--- config.mk ---
export PLATFORM = sky130hd
export DESIGN_NAME = cart_xfer_seq
export DESIGN_NICKNAME = d
export VERILOG_FILES = /design/src/rtl/cart_xfer_pkg.sv /design/src/rtl/cart_xfer_delay.sv /design/src/rtl/cart_xfer_slot.sv /design/src/rtl/cart_xfer_seq.sv
export SDC_FILE = /design/constraint.sdc
export NUM_CORES = 1
export LEC_CHECK = 0
export BUFFER_PORTS_ARGS = -buffer_cell sky130_fd_sc_hd__buf_2
export CAP_MARGIN = 10
export CORE_AREA = 5 5 118 120
export CTS_CLUSTER_SIZE = 28
export DETAILED_ROUTE_END_ITERATION = 16
export DIE_AREA = 0 0 123 125
export GPL_ROUTABILITY_DRIVEN = 0
export GPL_TIMING_DRIVEN = 0
export MAX_ROUTING_LAYER = met4
export PLACE_DENSITY = 0.79
export SKIP_CTS_REPAIR_TIMING = 1
export SYNTH_ARGS = -nofsm -noshare
export SYNTH_HDL_FRONTEND = slang
export SYNTH_SLANG_ARGS = --single-unit
--- constraint.sdc ---
create_clock -name clk -period 3 [get_ports clk]
set_input_delay 0.6 -clock clk [delete_from_list [all_inputs] [get_ports clk]]
set_output_delay 0.6 -clock clk [all_outputs]
set_load 0.02 [all_outputs]
--- src/rtl/cart_xfer_pkg.sv ---
package cart_xfer_pkg;
    typedef enum logic [1:0] {
        ST_IDLE = 2'd0,
        ST_WAIT = 2'd1,
        ST_MOVE = 2'd2
    } xfer_state_t;
endpackage

--- src/rtl/cart_xfer_delay.sv ---
module cart_xfer_delay #(
    parameter int CNT_W = 14
) (
    input  logic             clk,
    input  logic             rst,
    input  logic             load_i,
    input  logic [CNT_W-1:0] val_i,
    input  logic             tick_i,
    output logic             last_o
);
    logic [CNT_W-1:0] cnt_q;

    always_ff @(posedge clk) begin
        if (rst) begin
            cnt_q <= '0;
        end else if (load_i) begin
            cnt_q <= val_i;
        end else if (tick_i && cnt_q != '0) begin
            cnt_q <= cnt_q - 1'b1;
        end
    end

    assign last_o = tick_i && (cnt_q == CNT_W'(1));

    // a loaded delay is never empty
    p_load_nonzero_r3: assert property (@(posedge clk) disable iff (rst)
        load_i |=> (cnt_q != '0));
endmodule

--- src/rtl/cart_xfer_slot.sv ---
module cart_xfer_slot #(
    parameter int W = 32
) (
    input  logic         clk,
    input  logic         rst,
    input  logic         load_i,
    input  logic [W-1:0] data_i,
    input  logic         take_i,
    output logic         full_o,
    output logic [W-1:0] data_o
);
    logic         full_q;
    logic [W-1:0] data_q;

    always_ff @(posedge clk) begin
        if (rst) begin
            full_q <= 1'b0;
            data_q <= '0;
        end else if (load_i) begin
            full_q <= 1'b1;
            data_q <= data_i;
        end else if (take_i) begin
            full_q <= 1'b0;
        end
    end

    assign full_o = full_q;
    assign data_o = data_q;

    // a held word is never overwritten
    p_no_overrun_r6: assert property (@(posedge clk) disable iff (rst)
        full_q && !take_i |-> !load_i);
    // a word is taken only when present
    p_take_full_r6: assert property (@(posedge clk) disable iff (rst)
        take_i |-> full_q);
endmodule

--- src/rtl/cart_xfer_seq.sv ---
module cart_xfer_seq
    import cart_xfer_pkg::*;
#(
    parameter int DATA_W   = 32,
    parameter int CMD_W    = 64,
    parameter int LEN_W    = 8,
    parameter int DLY_W    = 13,
    parameter int BASE_DLY = 8
) (
    input  logic              clk,
    input  logic              rst,
    input  logic              ctrl_we_i,
    input  logic [31:0]       ctrl_wdata_i,
    input  logic [CMD_W-1:0]  cmd_i,
    input  logic [LEN_W-1:0]  len_i,
    input  logic              irq_en_i,
    output logic              busy_o,
    output logic              dir_o,
    output logic [CMD_W-1:0]  cmd_o,
    output logic              irq_o,
    output logic [DATA_W-1:0] host_rdata_o,
    output logic              data_ready_o,
    input  logic              host_pop_i,
    input  logic [DATA_W-1:0] host_wdata_i,
    input  logic              host_wvalid_i,
    output logic              host_wready_o,
    input  logic [DATA_W-1:0] card_rdata_i,
    input  logic              card_rvalid_i,
    output logic              card_rready_o,
    output logic [DATA_W-1:0] card_wdata_o,
    output logic              card_wvalid_o,
    input  logic              card_wready_i
);
    localparam int CNT_W     = DLY_W + 1;
    localparam int START_BIT = 31;
    localparam int WDIR_BIT  = 30;

    xfer_state_t        state_q, state_d;
    logic               dir_q;
    logic [CMD_W-1:0]   cmd_q;
    logic [LEN_W-1:0]   words_q;
    logic               irq_q;
    logic               accept, dly_last, moving, finish;
    logic               slot_full, slot_load, slot_take;
    logic [CNT_W-1:0]   dly_val;
    logic [DATA_W-1:0]  slot_din, slot_dout;

    assign accept  = ctrl_we_i && ctrl_wdata_i[START_BIT] && (state_q == ST_IDLE);
    assign dly_val = CNT_W'(BASE_DLY) +
                     (ctrl_wdata_i[WDIR_BIT] ? CNT_W'(0) : CNT_W'(ctrl_wdata_i[DLY_W-1:0]));

    cart_xfer_delay #(.CNT_W(CNT_W)) u_delay (
        .clk    (clk),
        .rst    (rst),
        .load_i (accept),
        .val_i  (dly_val),
        .tick_i (state_q == ST_WAIT),
        .last_o (dly_last)
    );

    cart_xfer_slot #(.W(DATA_W)) u_slot (
        .clk    (clk),
        .rst    (rst),
        .load_i (slot_load),
        .data_i (slot_din),
        .take_i (slot_take),
        .full_o (slot_full),
        .data_o (slot_dout)
    );

    // state register
    always_ff @(posedge clk) begin
        if (rst) state_q <= ST_IDLE;
        else     state_q <= state_d;
    end

    assign finish = ((state_q == ST_WAIT) && dly_last && (words_q == '0)) ||
                    (moving && slot_take && (words_q == LEN_W'(1)));

    // next state
    always_comb begin
        state_d = state_q;
        unique case (state_q)
            ST_IDLE: if (accept) state_d = ST_WAIT;
            ST_WAIT: if (dly_last) state_d = (words_q == '0) ? ST_IDLE : ST_MOVE;
            ST_MOVE: if (finish) state_d = ST_IDLE;
            default: state_d = ST_IDLE;
        endcase
    end

    // captured transfer context
    always_ff @(posedge clk) begin
        if (rst) begin
            dir_q   <= 1'b0;
            cmd_q   <= '0;
            words_q <= '0;
            irq_q   <= 1'b0;
        end else begin
            irq_q <= finish && irq_en_i;
            if (accept) begin
                dir_q   <= ctrl_wdata_i[WDIR_BIT];
                cmd_q   <= cmd_i;
                words_q <= len_i;
            end else if (slot_take) begin
                words_q <= words_q - 1'b1;
            end
        end
    end

    // outputs
    assign moving        = (state_q == ST_MOVE);
    assign busy_o        = (state_q != ST_IDLE);
    assign dir_o         = dir_q;
    assign cmd_o         = cmd_q;
    assign irq_o         = irq_q;
    assign card_rready_o = moving && !dir_q && !slot_full;
    assign data_ready_o  = moving && !dir_q && slot_full;
    assign host_wready_o = moving && dir_q && !slot_full;
    assign card_wvalid_o = moving && dir_q && slot_full;
    assign host_rdata_o  = slot_dout;
    assign card_wdata_o  = slot_dout;
    assign slot_din      = dir_q ? host_wdata_i : card_rdata_i;
    assign slot_load     = dir_q ? (host_wvalid_i && host_wready_o)
                                 : (card_rvalid_i && card_rready_o);
    assign slot_take     = dir_q ? (card_wvalid_o && card_wready_i)
                                 : (data_ready_o && host_pop_i);

    // accepted start raises busy and captures the command
    p_start_capture_r2: assert property (@(posedge clk) disable iff (rst)
        accept |=> busy_o && (cmd_o == $past(cmd_i)));
    // command stays put during a transfer
    p_cmd_hold_r11: assert property (@(posedge clk) disable iff (rst)
        busy_o && $past(busy_o) |-> $stable(cmd_o));
    // interrupt is one cycle wide
    p_irq_pulse_r10: assert property (@(posedge clk) disable iff (rst)
        irq_o |=> !irq_o);
    // interrupt only when enabled at completion
    p_irq_gate_r10: assert property (@(posedge clk) disable iff (rst)
        irq_o |-> $past(irq_en_i));
    // end of busy coincides with gated interrupt
    p_busy_fall_r9: assert property (@(posedge clk) disable iff (rst)
        $fell(busy_o) |-> (irq_o == $past(irq_en_i)));
    // card is held off while a word waits for the host
    p_ready_block_r6: assert property (@(posedge clk) disable iff (rst)
        data_ready_o |-> !card_rready_o);
    // no data handshake outside a transfer
    p_idle_quiet_r1: assert property (@(posedge clk) disable iff (rst)
        !busy_o |-> !card_rready_o && !card_wvalid_o && !host_wready_o && !data_ready_o);
endmodule

==> metrics.csv, run 1 <==
metric,value,unit
cts_buffers,17,
nets,1176,
internal_power,3290,uW
drt-total-wl,18400,um
clock-sinks,123,
crit_path_end_kind,output pin,
p_sw_share,27.0,%
die_height,125,um
final_area,0.00787,mm2
async_reset_ff_share,0,%
die_w,123,um
grt_max_degree,17,
cap_violations,0,
timing.fmax,374,MHz
power-per-cell-area,574,mW/mm2
yosys.area.top_type_share,44.1,%
coreArea,0.0129,mm2
cts_buffer_depth,2,
p_sw,1220,uW
synth-main-ff-cell,dfxtp_1,
dp_hpwl,14500,um
clkTransAtPathRegs,0.06,ns
finalSetupTns,0,ns
worst_pin_slew,0.923,ns
p_leak,0.00357,uW
synth_seq_cells,123,
setup_viol,0,
hold_viol,0,
synth_cell_type_count,52,
antenna_found_initial,1,
initial_core_util,43.3,%
syn_to_final_growth,41.1,%
grt_overflow_total,0,
ant_nets,0,
firstDrtPassIters,5,
placed_cell_area,0.00726,mm2
slew_violations,0,
clockPowerShare,45.6,%
first_global_vias,5712,
finalCritPeriodShare,89.2,%
critical_path_class,reg -> out,
fill_cells,1205,
layout_commonest_cell,buf_2,
startpoint_type,flop,
synthTopCellsByArea,"dfxtp_1 44%, nand2_1 10%, a21oi_1 6.9%",
clk_latency,0.41,ns
slew_headroom,38.2,%
drt_iter0_markers,315,
avgViaCountPerCell,4.97,
rsz0062_at_grt,no,
synth_edf_count,0,
hp-class,in -> reg,
grt_pass1_wl,28200,um
port_buffers,293,
drive_gt1_share,36.6,%
period_minus_slack,2.68,ns
yosysSeqAreaShare,44.1,%
die_area,0.0154,mm2
critPathMaxFanout,10,
core.rowCount,42,
grtUsageTotal,23.7,%
vias,5890,
drcViolationCount,0,
cts_tree,done,
syn_inst,682,
p_comb_share,15.2,%
layout_common_cells,"294 x buf_2, 149 x nand2_1, 123 x dfxtp_1",
synth.avg_cell_area,8.18,um2
clockRootBuffer,clkbuf_16,
required,2.40,ns
synth_nets,864,
yosys_warnings,0,
netlist_area,0.00558,mm2
sequentialPowerShare,39.2,%
synth_area_leader_cell,dfxtp_1,
crit_arrival,2.08,ns
ioPinCount,311,
cts.htree.levels,4,
vdd_ir_drop_max,0.461,mV
skew,0.00908,ns
wire_per_inst,15.6,um
outcome,finished clean,
## logic make-up after synthesis
family,Yosys count,share of synthesized area [%]
AND/OR/NAND/NOR,269,21.3
AO/OA/AOI/OAI,147,16.3
flip-flops,123,44.1
buffers and inverters,84,7.83
multiplexers,35,6.30
XOR/XNOR,18,2.83
adder cells (fa/ha/maj),6,1.35
## synth_stat cells, types with 7 or more instances
cell type  count
nand2_1      149
a21oi_1       77
nor2_1        60
inv_1          8
a211oi_1      42
nand3_1        8
xnor2_1        9
o21ai_0        7
mux2i_1       34
clkbuf_1      40
nor3_1        12
buf_4         32
dfxtp_1      123
xor2_1         9
## power by group through the flow
stage | clock [uW] | sequential, uW | combinational (uW)
after detailed placement | 0 | 1800 | 682
after CTS | 2100 | 1770 | 685
after global routing | 2180 | 1780 | 756
after floorplan | 0 | 1850 | 368
after global placement | 0 | 1800 | 674
final | 2060 | 1770 | 686
## stage by stage
| stage | total power [uW] | setup slack, ns | hold slack (ns) | utilization, % | instances |
|---|---|---|---|---|---|
| finish | 4520 | 0.324 | 0.420 | 61.1 | 1184 |
| global route | 4710 | 0.143 | 0.402 | 61.1 | 1184 |
| detailed placement | 2490 | 0.541 | 0.444 | 56.4 | 1151 |
| CTS | 4560 | 0.242 | 0.398 | 61.1 | 1183 |
| floorplan | 2220 | 0.690 | 0.469 | - | 682 |
| global placement | 2480 | 0.571 | 0.438 | 56.4 | 1151 |
## layout make-up
class | count | area (um2) | area share [%]
Antenna cell | 1 | 2.50 | 0.0318
Buffer | 76 | 407 | 5.17
Clock buffer | 17 | 425 | 5.41
Clock inverter | 15 | 176 | 2.24
Inverter | 8 | 30.0 | 0.382
Multi-Input combinational cell | 475 | 2680 | 34.0
Sequential cell | 123 | 2460 | 31.3
Tap cell | 176 | 220 | 2.80
Timing Repair Buffer | 293 | 1470 | 18.6
## final timing paths
kind | startpoint | end | slack [ns] | cells past startpoint
setup / recovery | dir_o$_SDFFE_PP0P_ | host_wready_o | 0.32 | 4
hold / removal | irq_en_i | irq_o$_SDFF_PP0_ | 0.42 | 2
setup reg to reg | state_q[1]$_SDFFE_PP0P_ | u_delay.cnt_q[6]$_SDFFE_PP0P_ | 0.70 | 6
hold reg to reg | cmd_o[50]$_SDFFE_PP0P_ | cmd_o[50]$_SDFFE_PP0P_ | 0.45 | 2
## registers in the layout, indices dropped and copies added (netlist names)
name,flops
cmd_o,64
dir_o,1
irq_o,1
state_q,2
u_delay.cnt_q,14
u_slot.data_o,32
u_slot.full_o,1
words_q,8
## per-layer routing
layer / track usage [%] / wire (um) / part of all wire, %
met2: 40.9 / 9280 / 50
met4: 7.43 / 294 / 1.6
met5: - / 0 / 0
met3: 6.14 / 1630 / 8.8
met1: 26.7 / 7220 / 39
## worst max-delay path: stages (launching register included)
cell	delay [ns]
dfxtp_1	0.45
buf_2	0.32
buf_1	0.47
nor3b_1	0.23
buf_2	0.21
Power figures use the tool's default switching activity.
==> run 2, diff against run 1 <==
--- a/config.mk
+++ b/config.mk
@@ -15,6 +15,7 @@
 export GPL_TIMING_DRIVEN = 0
 export MAX_ROUTING_LAYER = met4
 export PLACE_DENSITY = 0.79
+export REMOVE_ABC_BUFFERS = 1
 export SKIP_CTS_REPAIR_TIMING = 1
 export SYNTH_ARGS = -nofsm -noshare
 export SYNTH_HDL_FRONTEND = slang
==> run 2 against run 1 <==
Net effect:
- global-route usage fell by 1.6 points
- critical path depth is 2 higher
- non-clock buffer count down 67
- maximum frequency up 16%
- routed wire length decreased by 7.2%
- cell area is 2.1% lower
==> metrics.csv, run 2 (synthesis results as in run 1) <==
metric,value,unit
outcome,finished clean,
antenna_found_initial,1,
rsz0062_at_grt,no,
finalCritPeriodShare,77.1,%
cts.htree.levels,4,
core.rowCount,42,
wire_per_inst,15.3,um
hp-class,in -> reg,
critical_path_class,reg -> reg,
port_buffers,293,
required,3.33,ns
drive_gt1_share,37.1,%
largest_reg_flops,64,
final_area,0.00770,mm2
p_comb_share,14.5,%
nets,1109,
cap_violations,0,
skew,0.00865,ns
die_w,123,um
clkTransAtPathRegs,0.06,ns
cts_tree,done,
startpoint_type,flop,
firstDrtPassIters,4,
drcViolationCount,0,
vias,5593,
drt_iter0_markers,330,
placed_cell_area,0.00706,mm2
crit_path_cell_trace,nand4bb_4 > buf_16 > nor2_1 > a32o_1 > a32oi_1 > a31oi_1,
vdd_ir_drop_max,0.301,mV
slew_violations,0,
coreArea,0.0129,mm2
fill_cells,1153,
die_area,0.0154,mm2
clockRootBuffer,clkbuf_16,
crit_path_end_kind,flop,
clockPowerShare,47.3,%
timing.fmax,432,MHz
p_sw,1200,uW
crit_buf_inv,1,
cts_buffers,17,
ant_nets,0,
worst_pin_slew,0.809,ns
layout_commonest_cell,buf_2,
dp_hpwl,12800,um
slowest_delay,0.69,ns
layout_common_cells,"292 x buf_2, 149 x nand2_1, 122 x dfxtp_1",
first_global_vias,5366,
finalSetupTns,0,ns
grtUsageTotal,22.1,%
crit_arrival,2.65,ns
p_sw_share,25.9,%
cts_buffer_depth,2,
drt-total-wl,17100,um
clock-sinks,123,
syn_to_final_growth,38.1,%
period_minus_slack,2.31,ns
critPathMaxFanout,59,
power-per-cell-area,603,mW/mm2
grt_overflow_total,0,
grt_max_degree,76,
grt_pass1_wl,26200,um
ioPinCount,311,
die_height,125,um
slowest_stage,nand4bb_4,
setup_viol,0,
final_util,59.8,%
initial_core_util,43.3,%
crit_family,simple AND/OR/NAND/NOR gates,
slew_headroom,46.0,%
avgViaCountPerCell,5.01,
internal_power,3440,uW
clk_latency,0.41,ns
hold_viol,0,
sequentialPowerShare,38.2,%
p_leak,0.00346,uW
power.total,4640,uW
run 2: cell count changes in the layout (fill, tap and decap cells not counted), sizes merged:
cell and delta:
bufinv +1, clkbuf -38, clkinv -2, inv +3, clkinvlp -4, buf -27
run 2: worst register-to-register path, delay by kind of cell (launching register included):
| kind | cells | cell delay [ns] |
|---|---|---|
| simple gates | 2 | 1.01 |
| compound gates | 3 | 0.45 |
| buf+inv | 1 | 0.44 |
| flops | 1 | 0.34 |
run 2: path summary, 6_finish.rpt:
check,startpoint,end,slack (ns),cells after the start
worst max register to register,state_q[0]$_SDFFE_PP0P_,u_delay.cnt_q[6]$_SDFFE_PP0P_,0.69,6
worst min-delay path,irq_en_i,irq_o$_SDFF_PP0_,0.41,2
worst min register to register,cmd_o[17]$_SDFFE_PP0P_,cmd_o[17]$_SDFFE_PP0P_,0.45,2
worst max-delay path,state_q[0]$_SDFFE_PP0P_,u_delay.cnt_q[6]$_SDFFE_PP0P_,0.69,6
run 2: power by group through the flow:
stage          Combinational (uW)  Clock, uW  Sequential [uW]
4_1_cts                       678       2240             1770
2_1_floorplan                 332          0             1860
3_5_place_dp                  676          0             1810
6_report                      675       2200             1770
3_3_place_gp                  652          0             1810
5_1_grt                       742       2330             1780
run 2: layout make-up:
cell class,instances,area (um2),area share (%)
clock buffer,19,453,5.88
sequential,123,2460,32.0
timing repair buffer,302,1640,21.2
clock inverter,13,189,2.45
multi-input combinational,475,2710,35.2
inverter,8,30.0,0.390
antenna,1,2.50,0.0325
tap,176,220,2.86
run 2: through the flow:
step | std cells | setup WS [ns] | hold WS [ns]
finish | 1117 | 0.686 | 0.414
global route | 1117 | 0.500 | 0.408
CTS | 1116 | 0.660 | 0.397
detailed placement | 1084 | 0.397 | 0.444
global placement | 1075 | -4.03 | 0.439
floorplan | 606 | -2.50 | 0.463
run 2: per-layer routing:
| metal | share of wire [%] | up-vias | wire length, um | track usage, % |
|---|---|---|---|---|
| met2 | 49 | 236 | 8400 | 36.8 |
| met4 | 2.2 | 0 | 384 | 8.60 |
| met1 | 39 | 2521 | 6600 | 24.2 |
| li1 | - | 2812 | - | - |
| met5 | 0 | - | 0 | - |
| met3 | 10 | 24 | 1700 | 7.36 |
